`config.mk`:
```
export PLATFORM = sky130hd
export DESIGN_NAME = epp_host_master
export DESIGN_NICKNAME = d
export VERILOG_FILES = /design/src/rtl/epp_host_pkg.sv /design/src/rtl/epp_wait_sync.sv /design/src/rtl/epp_phase_timer.sv /design/src/rtl/epp_host_master.sv
export SDC_FILE = /design/constraint.sdc
export NUM_CORES = 1
export LEC_CHECK = 0
export BUFFER_PORTS_ARGS = -buffer_cell sky130_fd_sc_hd__buf_2
export CAP_MARGIN = 20
export CORE_ASPECT_RATIO = 0.9
export CORE_MARGIN = 2
export CORE_UTILIZATION = 50
export CTS_CLUSTER_DIAMETER = 60
export DETAILED_ROUTE_END_ITERATION = 12
export PLACE_DENSITY = 0.83
export SLEW_MARGIN = 20
export SYNTH_ARGS = -nofsm -noshare
export SYNTH_HDL_FRONTEND = slang
export SYNTH_SLANG_ARGS = --single-unit
```
`constraint.sdc`:
```
create_clock -name clk -period 2.65 [get_ports clk]
set_input_delay 0.3975 -clock clk [delete_from_list [all_inputs] [get_ports clk]]
set_output_delay 0.3975 -clock clk [all_outputs]
set_load 0.05 [all_outputs]
```
`src/rtl/epp_host_pkg.sv`:
```
package epp_host_pkg;

    typedef enum logic [1:0] {
        OP_ADDR_WR = 2'd0,
        OP_DATA_WR = 2'd1,
        OP_DATA_RD = 2'd2,
        OP_NONE    = 2'd3
    } epp_op_e;

    typedef enum logic [1:0] {
        ST_IDLE,
        ST_SETUP,
        ST_STROBE,
        ST_RELEASE
    } epp_state_e;

endpackage

```
`src/rtl/epp_wait_sync.sv`:
```
module epp_wait_sync #(
    parameter int STAGES = 2
) (
    input  logic clk,
    input  logic rst_n,
    input  logic async_in,
    output logic sync_out
);
    logic [STAGES-1:0] chain;

    always_ff @(posedge clk or negedge rst_n) begin
        if (!rst_n) begin
            chain <= '0;
        end else begin
            chain <= {chain[STAGES-2:0], async_in};
        end
    end

    assign sync_out = chain[STAGES-1];
endmodule

```
`src/rtl/epp_phase_timer.sv`:
```
module epp_phase_timer #(
    parameter int LIMIT = 16,
    parameter int CW    = 5
) (
    input  logic          clk,
    input  logic          rst_n,
    input  logic          restart,
    output logic [CW-1:0] count
);
    localparam logic [CW-1:0] TOP = CW'(LIMIT);

    // Counts cycles spent in the current phase, saturating at LIMIT.
    always_ff @(posedge clk or negedge rst_n) begin
        if (!rst_n) begin
            count <= '0;
        end else if (restart) begin
            count <= '0;
        end else if (count != TOP) begin
            count <= count + 1'b1;
        end
    end
endmodule

```
`src/rtl/epp_host_master.sv`:
```
module epp_host_master
    import epp_host_pkg::*;
#(
    parameter int DW          = 8,
    parameter int SETUP_CYC   = 8,
    parameter int STROBE_CYC  = 16,
    parameter int TIMEOUT_CYC = 2_000_000,
    parameter int SYNC_STAGES = 2
) (
    input  logic          clk,
    input  logic          rst_n,
    input  logic          cmd_valid,
    input  logic [1:0]    cmd_op,
    input  logic [DW-1:0] cmd_wdata,
    output logic          busy,
    output logic          done,
    output logic          timeout,
    output logic [DW-1:0] rd_data,
    output logic          astb_n,
    output logic          dstb_n,
    output logic          wr_n,
    output logic [DW-1:0] bus_out,
    output logic          bus_oe,
    input  logic [DW-1:0] bus_in,
    input  logic          wait_in
);
    localparam int CNT_W = $clog2(TIMEOUT_CYC + 1);
    localparam logic [CNT_W-1:0] SETUP_LAST   = CNT_W'(SETUP_CYC - 1);
    localparam logic [CNT_W-1:0] STROBE_LAST  = CNT_W'(STROBE_CYC - 1);
    localparam logic [CNT_W-1:0] TIMEOUT_LAST = CNT_W'(TIMEOUT_CYC - 1);

    epp_state_e      state_q, state_d;
    epp_op_e         op_q, op_d;
    logic [DW-1:0]   byte_q, byte_d;
    logic [CNT_W-1:0] cnt;
    logic            wait_s;
    logic            accept;
    logic            abort;
    logic            is_rd_d;

    epp_wait_sync #(.STAGES(SYNC_STAGES)) i_sync (
        .clk      (clk),
        .rst_n    (rst_n),
        .async_in (wait_in),
        .sync_out (wait_s)
    );

    epp_phase_timer #(.LIMIT(TIMEOUT_CYC), .CW(CNT_W)) i_timer (
        .clk     (clk),
        .rst_n   (rst_n),
        .restart (state_d != state_q),
        .count   (cnt)
    );

    assign accept = (state_q == ST_IDLE) && cmd_valid &&
                    (cmd_op != 2'd3) && !wait_s;
    assign op_d    = accept ? epp_op_e'(cmd_op) : op_q;
    assign byte_d  = accept ? cmd_wdata : byte_q;
    assign is_rd_d = (op_d == OP_DATA_RD);
    assign busy    = (state_q != ST_IDLE);

    // Next-state logic
    always_comb begin
        state_d = state_q;
        abort   = 1'b0;
        unique case (state_q)
            ST_IDLE: begin
                if (accept) state_d = ST_SETUP;
            end
            ST_SETUP: begin
                if (cnt == SETUP_LAST) state_d = ST_STROBE;
            end
            ST_STROBE: begin
                if ((cnt >= STROBE_LAST) && wait_s) begin
                    state_d = ST_RELEASE;
                end else if (cnt == TIMEOUT_LAST) begin
                    state_d = ST_IDLE;
                    abort   = 1'b1;
                end
            end
            ST_RELEASE: begin
                if (!wait_s) begin
                    state_d = ST_IDLE;
                end else if (cnt == TIMEOUT_LAST) begin
                    state_d = ST_IDLE;
                    abort   = 1'b1;
                end
            end
            default: state_d = ST_IDLE;
        endcase
    end

    // State register
    always_ff @(posedge clk or negedge rst_n) begin
        if (!rst_n) begin
            state_q <= ST_IDLE;
            op_q    <= OP_ADDR_WR;
            byte_q  <= '0;
        end else begin
            state_q <= state_d;
            op_q    <= op_d;
            byte_q  <= byte_d;
        end
    end

    // Registered outputs, derived from the next state
    always_ff @(posedge clk or negedge rst_n) begin
        if (!rst_n) begin
            astb_n  <= 1'b1;
            dstb_n  <= 1'b1;
            wr_n    <= 1'b1;
            bus_oe  <= 1'b0;
            bus_out <= '0;
            done    <= 1'b0;
            timeout <= 1'b0;
            rd_data <= '0;
        end else begin
            done    <= (state_q != ST_IDLE) && (state_d == ST_IDLE);
            timeout <= abort;
            astb_n  <= !((state_d == ST_STROBE) && (op_d == OP_ADDR_WR));
            dstb_n  <= !((state_d == ST_STROBE) && (op_d != OP_ADDR_WR));
            wr_n    <= (state_d == ST_IDLE) || is_rd_d;
            bus_oe  <= (state_d != ST_IDLE) && !is_rd_d;
            bus_out <= byte_d;
            if ((state_q == ST_STROBE) && (state_d == ST_RELEASE) &&
                (op_q == OP_DATA_RD)) begin
                rd_data <= bus_in;
            end
        end
    end
endmodule

```
== Word-level counts from Yosys, hierarchy flattened ==
Index checks and enable logic that the tools add are counted.
Cells by class
  add/subtract/negate cells: 1
  multiply operators: 0
  div/mod/pow operators: 0
  $lt $le $gt $ge: 1
  equality and inequality tests: 12
  shift operators: 0
  muxes and demuxes: 13
  bitwise gates (word level): 0
  reduce and logical (&&, ||, !) cells: 22
Operators with widths (count)
  $mux 21: 2
  $add 21x1->21 const B: 1
  $eq 21x21->1 const B: 1
  $eq 21x3->1 const B: 1
  $ge 21x4->1 const B: 1
  $ne 21x21->1 const B: 1
  $eq 2x2->1 const B: 6
  $mux 2: 6
  $logic_and 1x1->1: 10
  $pmux 2 s4: 1
  $reduce_bool 2->1: 4
  $logic_not 2->1: 3
  $logic_not 1->1: 4
  $mux 1: 3
  $eq 2x1->1 const B: 1
  $ne 2x2->1: 1
  $ne 2x2->1 const B: 1
  $pmux 1 s2: 1
  $logic_or 1x1->1: 1
Storage, ports and cells
  register bits: 49
  latch bits: 0
  RAM bits: 0
  memory bits (read-only): 0
  output and inout bits: 23
  memories: 0

== Longest topological paths before layout ==
Gate-level depths: netlist of the first run.
  depth after elaboration: 9
  depth in mapped cells: 7
  gate-level depth less buffers: 6

== By module ==
A second synthesis of the first run with hierarchy kept.
Second synthesis, totals
  cell total of the unflattened synthesis: 223
  area total of the unflattened synthesis: 2403.6 µm²
Modules (own cells, without submodules)
  epp_host_master: times used 1, cells an instance 102, area each 1226.2 µm², seq. area each 654.4 µm²
  epp_phase_timer: times used 1, cells an instance 119, area each 1127.3 µm², seq. area each 525.5 µm²
  epp_wait_sync: times used 1, cells an instance 2, area each 50.0 µm², seq. area each 50.0 µm²

== Worst setup path before layout of the first run ==
Ideal clock, no wire load.
  path type: reg2reg
  start point: register i_timer.count[13]
  end point: register bus_oe
  setup time: 129 ps
  data arrival time: 1961 ps
  required time: 2521 ps
  setup slack: 560 ps
  cell stages (with the launch flop): 6
  path buffers: 0
  path through: dfrtp_1 > or4_4 > nor4_4 > a21oi_2 > a31o_4 > o41a_1
On the way
  word-level cells in the longest chain between the ends: 6
RTL lines
  from (decl): line epp_phase_timer.sv:8  | output logic [CW-1:0] count
  from (signal assigned): line epp_phase_timer.sv:19  | count <= count + 1'b1;
  $ge 21x4->1 / $eq 21x21->1 (equally long branches): line epp_host_master.sv:74, epp_host_master.sv:76, epp_host_master.sv:84
  $logic_and 1x1->1 / $mux 2 (equally long branches): line epp_host_master.sv:74, epp_host_master.sv:76, epp_host_master.sv:84
  $mux 2 (on tied branches): line epp_host_master.sv:74, epp_host_master.sv:82
  $pmux 2 s4 *: line epp_host_master.sv:66  | unique case (state_q)
  $reduce_bool 2->1 *: line epp_host_master.sv:123  | bus_oe <= (state_d != ST_IDLE) && !is_rd_d;
  $logic_and 1x1->1 *: line epp_host_master.sv:123
  to (signal assigned): line epp_host_master.sv:123
  to (decl): line epp_host_master.sv:23  | output logic bus_oe,
Every way passes the cells marked *; elsewhere a longest branch is shown, timed or not.
A chain may end at the register's enable or synchronous reset.

== Final worst setup path of the first run ==
  start point: register i_timer.count[12]
  end point: register i_timer.count[2]
On the way
  word-level cells in the longest chain between the ends: 6
RTL lines
  $ge 21x4->1 / $eq 21x21->1 (equally long branches): line epp_host_master.sv:74, epp_host_master.sv:76, epp_host_master.sv:84
  $logic_and 1x1->1 / $mux 2 (equally long branches): line epp_host_master.sv:74, epp_host_master.sv:76, epp_host_master.sv:84
  $mux 2 (on tied branches): line epp_host_master.sv:74, epp_host_master.sv:82
  $pmux 2 s4: line epp_host_master.sv:66
  $ne 2x2->1: line epp_host_master.sv:51  | .restart (state_d != state_q),
  $mux 21 / $reduce_bool 2->1 (equally long branches)
Parallel ways exist; a longest one is shown, timed or not.

==> key figures, run 1 <==
Status
  • Status: complete, no violations

Placement
  • Post-placement cell area: 2778 µm²
  • PortBufs: 44
  • Post-DP HPWL: 3.473 mm
  • GPL Wtd Cong: 0.7677
  • DP Worst Slack: 0.3518 ns

Synthesis
  • Synthesized area per cell: 10.75 µm²
  • Complex-gate fraction of the synthesized area: 13.77%
  • Synth Area in Simple Gates: 21.60%
  • Post-synth EDFFs: 0
  • Register bit total from synthesis: 49
  • Post-synth cell types: 45
  • Largest family of logic cells by synthesized area: simple AND/OR/NAND/NOR gates
  • Post-synthesis sequential area ratio: 49.95%
  • Syn Inst Count: 229
  • Syn Nets: 253
  • Top FF cell, synth: dfrtp_1
  • Async set-reset flop share out of synthesis: 100.0%
  • Yosys warning total: 0
  • XOR/XNOR Fraction of Synth Area: 6.758%
  • Synthesized cell area: 2462 µm²
  • Post-synthesis adder-cell area fraction: 1.016%
  • Portion of netlist area occupied by mux cells: 4.065%
  • Leading post-synthesis cells by cell area: dfrtp_1 47%, a21oi_2 7.1%, nand2_1 5.6%
  • Largest area contributor in the netlist: dfrtp_1
  • Post-synth top area share: 46.75%

Clock tree
  • CTS-repair resized insts: 0
  • H-tree depth: 2
  • Clk sinks: 49
  • CTS tree: done
  • TritonCTS buffer count: 5
  • Clock root cell: clkbuf_8
  • CTS Hold Bufs: 0
  • Post-CTS setup buffer count: 0
  • Clk_lat worst skew: 0.30 ns
  • Max Root-Sink Buffers: 2
  • CTS clk-pin slew, worst paths: 0.08 ns

Floorplanning
  • Num rows: 24
  • Core region area: 4805 µm²
  • Die area: 5503 µm²
  • Die W: 77.97 µm
  • # IOs: 45
  • Initial Util: 51.25%
  • Chip Height: 70.58 µm

Timing
  • Final Hold Vio Count: 0
  • Least-Margin Pin Slew: 0.6169 ns
  • Final Max Slew Viols: 0
  • RSZ-0062 raised after global routing: false
  • Fmax achieved: 429.8 MHz
  • Max transition margin: 58.56%
  • Final period util: 87.79%
  • Setup_tns: 0 ns
  • Crit path time final: 2.326 ns
  • Worst Skew: 0.002207 ns
  • Final setup fails: 0
  • Setup ws final: 0.3235 ns

Layout
  • N_diodes: 0
  • Area Overhead vs Synth: 17.28%
  • Cell area after layout: 2888 µm²
  • Area of the multi-input gates: 1162 µm²
  • Filler cell count: 418
  • Share of layout cells above drive strength 1: 35.23%
  • Register Area: 1230 µm²
  • Post-layout nets: 304

Route
  • Vias: 1870
  • Drt pass-1 iters: 4
  • Antenna Nets Post-Route: 0
  • DR WL/cell: 13.98 µm
  • Initial drt markers: 78
  • Via density: 5.405
  • DR DRC count: 0
  • Drt total wl: 4.838 mm

Pwr
  • Lkg Pwr: 1.313 nW
  • P per Cell Area: 979.8 nW/µm²
  • Worst vdd ir: 537.0 µV

Global route
  • Total grt overflow: 0
  • Initial antenna violation count: 0
  • GR Util All Layers: 18.69%
  • First-pass GRT wire length: 8.114 mm
  • Largest net degree at the start of global routing: 49
  • Vias in the first global route: 1767

Setup path
  • Flop2flop setup slack: 0.32 ns
  • Worst setup EP type: flip-flop
  • Worst Path Arrival: 2.51 ns
  • FF-to-FF Start: i_timer.count[12]$_DFFE_PN0P_
  • Worst r2r dst: i_timer.count[2]$_DFFE_PN0P_
  • R2R depth: 6
  • Setup Crit Path Kind: flip-flop to flip-flop
  • CP Max Fanout: 10
  • CP Launch Type: flip-flop
  • Worst EP required: 2.83 ns

Run
  • Max cap viols: 0

Hold path
  • Hold/Removal Path Class: primary input to async pin
## logic make-up after synthesis
logic type      Yosys count
fa+ha+maj                 2
mux                       9
xor+xnor                 19
simple gates             98
buf+inv                  14
compound gates           38
flops                    49
## registers in the layout, indices dropped and copies added, names as in the netlist
signal	count
astb_n	1
bus_oe	1
bus_out	8
done	1
dstb_n	1
i_sync.chain	2
i_timer.count	21
op_q	2
rd_data	8
state_q	2
timeout	1
wr_n	1
## worst max path at each step
stage                                       start                            to  cells after the start
finish              i_timer.count[12]$_DFFE_PN0P_  i_timer.count[2]$_DFFE_PN0P_                      6
global route        i_timer.count[12]$_DFFE_PN0P_  i_timer.count[2]$_DFFE_PN0P_                      6
CTS                 i_timer.count[12]$_DFFE_PN0P_  i_timer.count[2]$_DFFE_PN0P_                      6
detailed placement  i_timer.count[12]$_DFFE_PN0P_  i_timer.count[2]$_DFFE_PN0P_                      6
global placement    i_timer.count[13]$_DFFE_PN0P_  i_timer.count[2]$_DFFE_PN0P_                      6
floorplan           i_timer.count[13]$_DFFE_PN0P_              bus_oe$_DFF_PN0_                      5
## critical path: stages, from the launching register on
cell,delay [ns]
dfrtp_1,0.44
nor4_1,0.41
nand2_1,0.19
or4_4,0.54
a211oi_4,0.27
buf_4,0.25
a22oi_1,0.11
## where the power goes
part	switching, mW	leakage [nW]	total (mW)	internal, mW
registers	0.131	0.623	1.05	0.917
logic	0.884	0.635	1.26	0.377
clock network	0.240	0.0552	0.520	0.280
## stage by stage
step | cells | util [%] | hold slack (ns) | power, mW
after global placement | 338 | 57.81 | 0.3323 | 2.282
final | 346 | 60.10 | 0.09395 | 2.830
after detailed placement | 338 | 57.81 | 0.3418 | 2.318
after CTS | 346 | 60.05 | 0.1865 | 2.843
after floorplan | 229 | - | 0.1019 | 2.028
after global routing | 346 | 60.10 | 0.1323 | 2.994
## layout by cell type, fill, tap and decap left out, types with 2 or more instances in the layout
master | Yosys | layout
nand2_1 | 37 | 37
inv_1 | 9 | 9
or2_2 | 2 | 2
nand2b_1 | 4 | 4
buf_4 | 0 | 5
dfstp_2 | 3 | 3
a21oi_1 | 4 | 4
xnor2_1 | 8 | 8
nor2_1 | 13 | 13
nand4_1 | 7 | 7
and2_1 | 3 | 3
dfrtp_1 | 46 | 46
o21a_1 | 2 | 2
nor4_1 | 4 | 4
or4_4 | 2 | 2
buf_2 | 2 | 43
clkbuf_8 | 0 | 5
ha_1 | 2 | 2
xor2_1 | 11 | 11
mux2_2 | 8 | 8
a21oi_2 | 20 | 20
or3_1 | 3 | 3
nor3_1 | 6 | 6
nand3_1 | 9 | 9
## layer usage
layer	vias up	GRT usage [%]	share of wire (%)
li1	909	-	-
met1	908	23.83	44
met2	47	31.42	50
met3	6	4.847	4.9
met4	0	6.238	1.2
met5	-	0	0
## cells in the mapped netlist, drive strengths merged (3+ instances only)
cell,instances
nor4,6
and2,3
nand4,7
buf,4
nand3,9
nor2,13
xnor2,8
xor2,11
nand2,37
inv,9
nand2b,4
mux2,8
dfstp,3
nor3,6
or3,3
dfrtp,46
a21oi,24
## area by class of cell
class / count / area share [%]
clock buffer: 6 / 2.513
multi-input combinational: 166 / 40.25
tap: 65 / 2.816
inverter: 9 / 1.170
timing repair buffer: 49 / 9.445
clock inverter: 2 / 1.213
sequential: 49 / 42.59
(Power assumes the default switching activity.)
==> inputs of run 2 (changes only) <==
--- a/config.mk
+++ b/config.mk
@@ -5,10 +5,10 @@
 export SDC_FILE = /design/constraint.sdc
 export NUM_CORES = 1
 export LEC_CHECK = 0
+export ABC_AREA = 1
 export BUFFER_PORTS_ARGS = -buffer_cell sky130_fd_sc_hd__buf_2
 export CAP_MARGIN = 20
 export CORE_ASPECT_RATIO = 0.9
-export CORE_MARGIN = 2
 export CORE_UTILIZATION = 50
 export CTS_CLUSTER_DIAMETER = 60
 export DETAILED_ROUTE_END_ITERATION = 12
==> constraint.sdc (replaced) <==
create_clock -name clk -period 3 [get_ports clk]
set_input_delay 0.45 -clock clk [delete_from_list [all_inputs] [get_ports clk]]
set_output_delay 0.45 -clock clk [all_outputs]
set_load 0.05 [all_outputs]
==> key figures, run 2 <==
Layout
  • Max FFs per register: 21 (unchanged)
  • Regs by FF count: i_timer.count: 21 flops, bus_out: 8 flops, rd_data: 8 flops
  • Filler cell count: 393 (-6.0%)
  • N_diodes: 0 (unchanged)
  • Final cell count without fillers: 392 (+13%)
  • Commonest non-fill, non-tap cells in the layout: 62 x nand2_1, 48 x nor2_1, 46 x dfrtp_1
  • Most common cell after layout, fill and taps aside: nand2_1
  • Top reg by flops: i_timer.count
  • Post-layout nets: 353 (+16%)
  • Share of layout cells above drive strength 1: 26.06% (-9.2 points)
  • Cell area after layout: 2854 µm² (-1.2%)
  • Area Overhead vs Synth: 16.32%

Synthesis
  • Largest area contributor in the netlist: dfrtp_1
  • Syn Nets: 304 (+20%)
  • Post-synth top area share: 46.91% (+0.17 points)
  • Yosys warning total: 0 (unchanged)
  • Synthesized cell area: 2454 µm² (-0.36%)
  • Syn Inst Count: 280 (+22%)
  • Largest family of logic cells by synthesized area: simple AND/OR/NAND/NOR gates
  • Top-count cell post-synth: nand2_1
  • Complex-gate fraction of the synthesized area: 2.601% (-11 points)
  • Post-synthesis adder-cell area fraction: 1.020% (+0.0036 points)
  • Top FF cell, synth: dfrtp_1
  • Synth Area in Simple Gates: 30.65% (+9.1 points)
  • XOR/XNOR Fraction of Synth Area: 6.068% (-0.69 points)
  • Synth top cells by count: 62 x nand2_1, 48 x nor2_1, 46 x dfrtp_1, 28 x inv_1, 18 x nand3_1
  • Post-synth EDFFs: 0 (unchanged)
  • Register bit total from synthesis: 49 (unchanged)
  • Leading post-synthesis cells by cell area: dfrtp_1 47%, nand2_1 9.5%, nor2_1 7.3%
  • Post-synth cell types: 33 (-27%)
  • Synthesized area per cell: 8.763 µm² (-19%)
  • Portion of netlist area occupied by mux cells: 3.672% (-0.39 points)
  • Async set-reset flop share out of synthesis: 100.0% (unchanged)
  • Post-synthesis sequential area ratio: 50.13% (+0.18 points)

Timing
  • Final setup fails: 0 (unchanged)
  • Max transition margin: 60.23% (+1.7 points)
  • Setup_tns: 0 ns (unchanged)
  • RSZ-0062 raised after global routing: false
  • Least-Margin Pin Slew: 0.5965 ns (-0.02035 ns)
  • Final Hold Vio Count: 0 (unchanged)
  • Final period util: 68.53% (-19 points)
  • Crit path time final: 2.056 ns (-0.2705 ns)
  • Final Max Slew Viols: 0 (unchanged)
  • Fmax achieved: 486.4 MHz (+13%)
  • Worst Skew: 0.005399 ns (+0.003192 ns)

Route
  • DR WL/cell: 11.95 µm (-15%)
  • Vias: 1931 (+3.3%)
  • M1 wire length: 2.177 mm (+1.9%)
  • Drt pass-1 iters: 4 (unchanged)
  • Met3 WL post-DR: 237 µm (-0.42%)
  • Met2 WL: 2.218 mm (-7.7%)
  • Antenna Nets Post-Route: 0 (unchanged)
  • Initial drt markers: 177 (+130%)
  • Drt total wl: 4.685 mm (-3.2%)
  • Via density: 4.926 (-8.9%)
  • DR DRC count: 0 (unchanged)
  • Max layer used: met4

Setup path
  • CP Launch Type: flip-flop
  • Worst r2r dst: i_timer.count[1]$_DFFE_PN0P_
  • CP Max Fanout: 21 (+11)
  • Setup Crit Path Kind: flip-flop to flip-flop
  • Worst setup EP type: flip-flop
  • Crit-path cells: ha_1, nand3_2, inv_2, nor2_1, nand3_2, nand3_1, nand3_1, nand3_1, nand3_2, nor2_1
  • Top delay family on crit path: simple AND/OR/NAND/NOR gates
  • Buf/Inv on CP: 1 (unchanged)
  • Flop2flop setup slack: 0.94 ns (+0.62 ns)
  • Worst Path Arrival: 2.28 ns (-0.23 ns)
  • Worst EP required: 3.22 ns (+0.39 ns)
  • FF-to-FF Start: i_timer.count[0]$_DFFE_PN0P_
  • CP max stage cell: dfrtp_1
  • Slowest stage delay, CP: 0.42 ns (-0.12 ns)
  • R2R depth: 10 (+4)

Floorplanning
  • Initial Util: 53.62% (+2.4 points)
  • Die area: 5192 µm² (-5.7%)
  • Core region area: 4576 µm² (-4.8%)
  • Num rows: 23 (-4.2%)
  • # IOs: 45 (unchanged)
  • Chip Height: 68.46 µm (-3.0%)
  • Die W: 75.84 µm (-2.7%)

Hold path
  • Hold/Removal Path Class: primary input to async pin

Pwr
  • Worst vdd ir: 576.6 µV (+7.4%)
  • Lkg Pwr: 1.421 nW (+8.2%)
  • Tot Pwr: 2.321 mW (-18%)
  • P per Cell Area: 813.1 nW/µm² (-17%)

Placement
  • Post-DP HPWL: 3.470 mm (-0.11%)
  • Dpl cells: 384 (+14%)
  • PortBufs: 44 (unchanged)
  • GPL Wtd Cong: 0.8806 (+15%)
  • Post-placement cell area: 2731 µm² (-1.7%)

Global route
  • Total grt overflow: 0 (unchanged)
  • Initial antenna violation count: 0 (unchanged)
  • Vias in the first global route: 1771 (+0.23%)
  • Largest net degree at the start of global routing: 50 (+2.0%)
  • First-pass GRT wire length: 7.541 mm (-7.1%)
  • GR Util All Layers: 19.75% (+1.1 points)

Status
  • Status: complete, no violations

Clock tree
  • Max Root-Sink Buffers: 2 (unchanged)
  • CTS clk-pin slew, worst paths: 0.09 ns (about the same)
  • CTS-repair resized insts: 0 (unchanged)
  • Clk_lat worst skew: 0.31 ns (about the same)
  • H-tree depth: 2 (unchanged)
  • Clock root cell: clkbuf_8
  • TritonCTS buffer count: 5 (unchanged)
  • Post-CTS setup buffer count: 0 (unchanged)
  • CTS Hold Bufs: 0 (unchanged)
  • CTS tree: done
  • Clk sinks: 49 (unchanged)

Run
  • Max cap viols: 0 (unchanged)
-- run 2: cell types whose count changed after synthesis, sizes merged, moves of 3 or more --
cell    change
inv        +21
nand3      +13
and2        -3
nor2       +42
xnor2       -3
nand2b      -4
a21oi      -22
o21ai       +3
nand2      +28
-- run 2: cell families (layout without fill, tap and decap cells) --
group	count (synthesis)	in the layout
fa+ha+maj	2	2
buf+inv	34	84
simple gates	161	161
compound gates	9	9
xor+xnor	17	17
mux	8	8
flops	49	49
-- run 2: per-stage QoR --
stage | util, % | setup slack [ns] | hold slack [ns]
after floorplan | - | 1.337 | 0.1544
after global placement | 59.69 | 1.037 | 0.3341
after detailed placement | 59.69 | 0.9444 | 0.3378
after CTS | 62.32 | 0.9294 | 0.2394
after global routing | 62.37 | 0.7053 | 0.1860
final | 62.37 | 0.9440 | 0.1408
-- run 2: layer usage --
layer	track usage, %	up-vias
li1	-	979
met1	26.67	899
met2	30.64	47
met3	5.891	6
met4	5.787	0
met5	0	-
-- run 2: worst max path at each step --
stage	startpoint	endpoint	slack, ns	depth (start not counted)
5_1_grt	i_timer.count[0]$_DFFE_PN0P_	i_timer.count[6]$_DFFE_PN0P_	0.71	9
4_1_cts	i_timer.count[0]$_DFFE_PN0P_	i_timer.count[1]$_DFFE_PN0P_	0.93	10
6_report	i_timer.count[0]$_DFFE_PN0P_	i_timer.count[1]$_DFFE_PN0P_	0.94	10
3_5_place_dp	i_timer.count[0]$_DFFE_PN0P_	i_timer.count[16]$_DFFE_PN0P_	0.94	10
2_1_floorplan	i_timer.count[0]$_DFFE_PN0P_	i_timer.count[9]$_DFFE_PN0P_	1.34	12
3_3_place_gp	i_timer.count[0]$_DFFE_PN0P_	i_timer.count[0]$_DFFE_PN0P_	1.04	10
-- run 2: layout make-up --
cell class | instances | area (µm²) | share of cell area (%)
Sequential cell | 49 | 1230 | 43.10
Multi-Input combinational cell | 197 | 1080 | 37.83
Timing Repair Buffer | 45 | 230.2 | 8.067
Inverter | 31 | 116.4 | 4.077
Clock buffer | 6 | 82.58 | 2.893
Tap cell | 62 | 77.57 | 2.718
Clock inverter | 2 | 37.54 | 1.315
-- run 2: report_power, final --
part | switching, mW | internal (mW) | total, mW | leakage (nW)
clock network | 0.218 | 0.271 | 0.489 | 0.0574
logic | 0.715 | 0.225 | 0.939 | 0.739
registers | 0.0875 | 0.805 | 0.892 | 0.625
total | 1.02 | 1.30 | 2.32 | 1.42
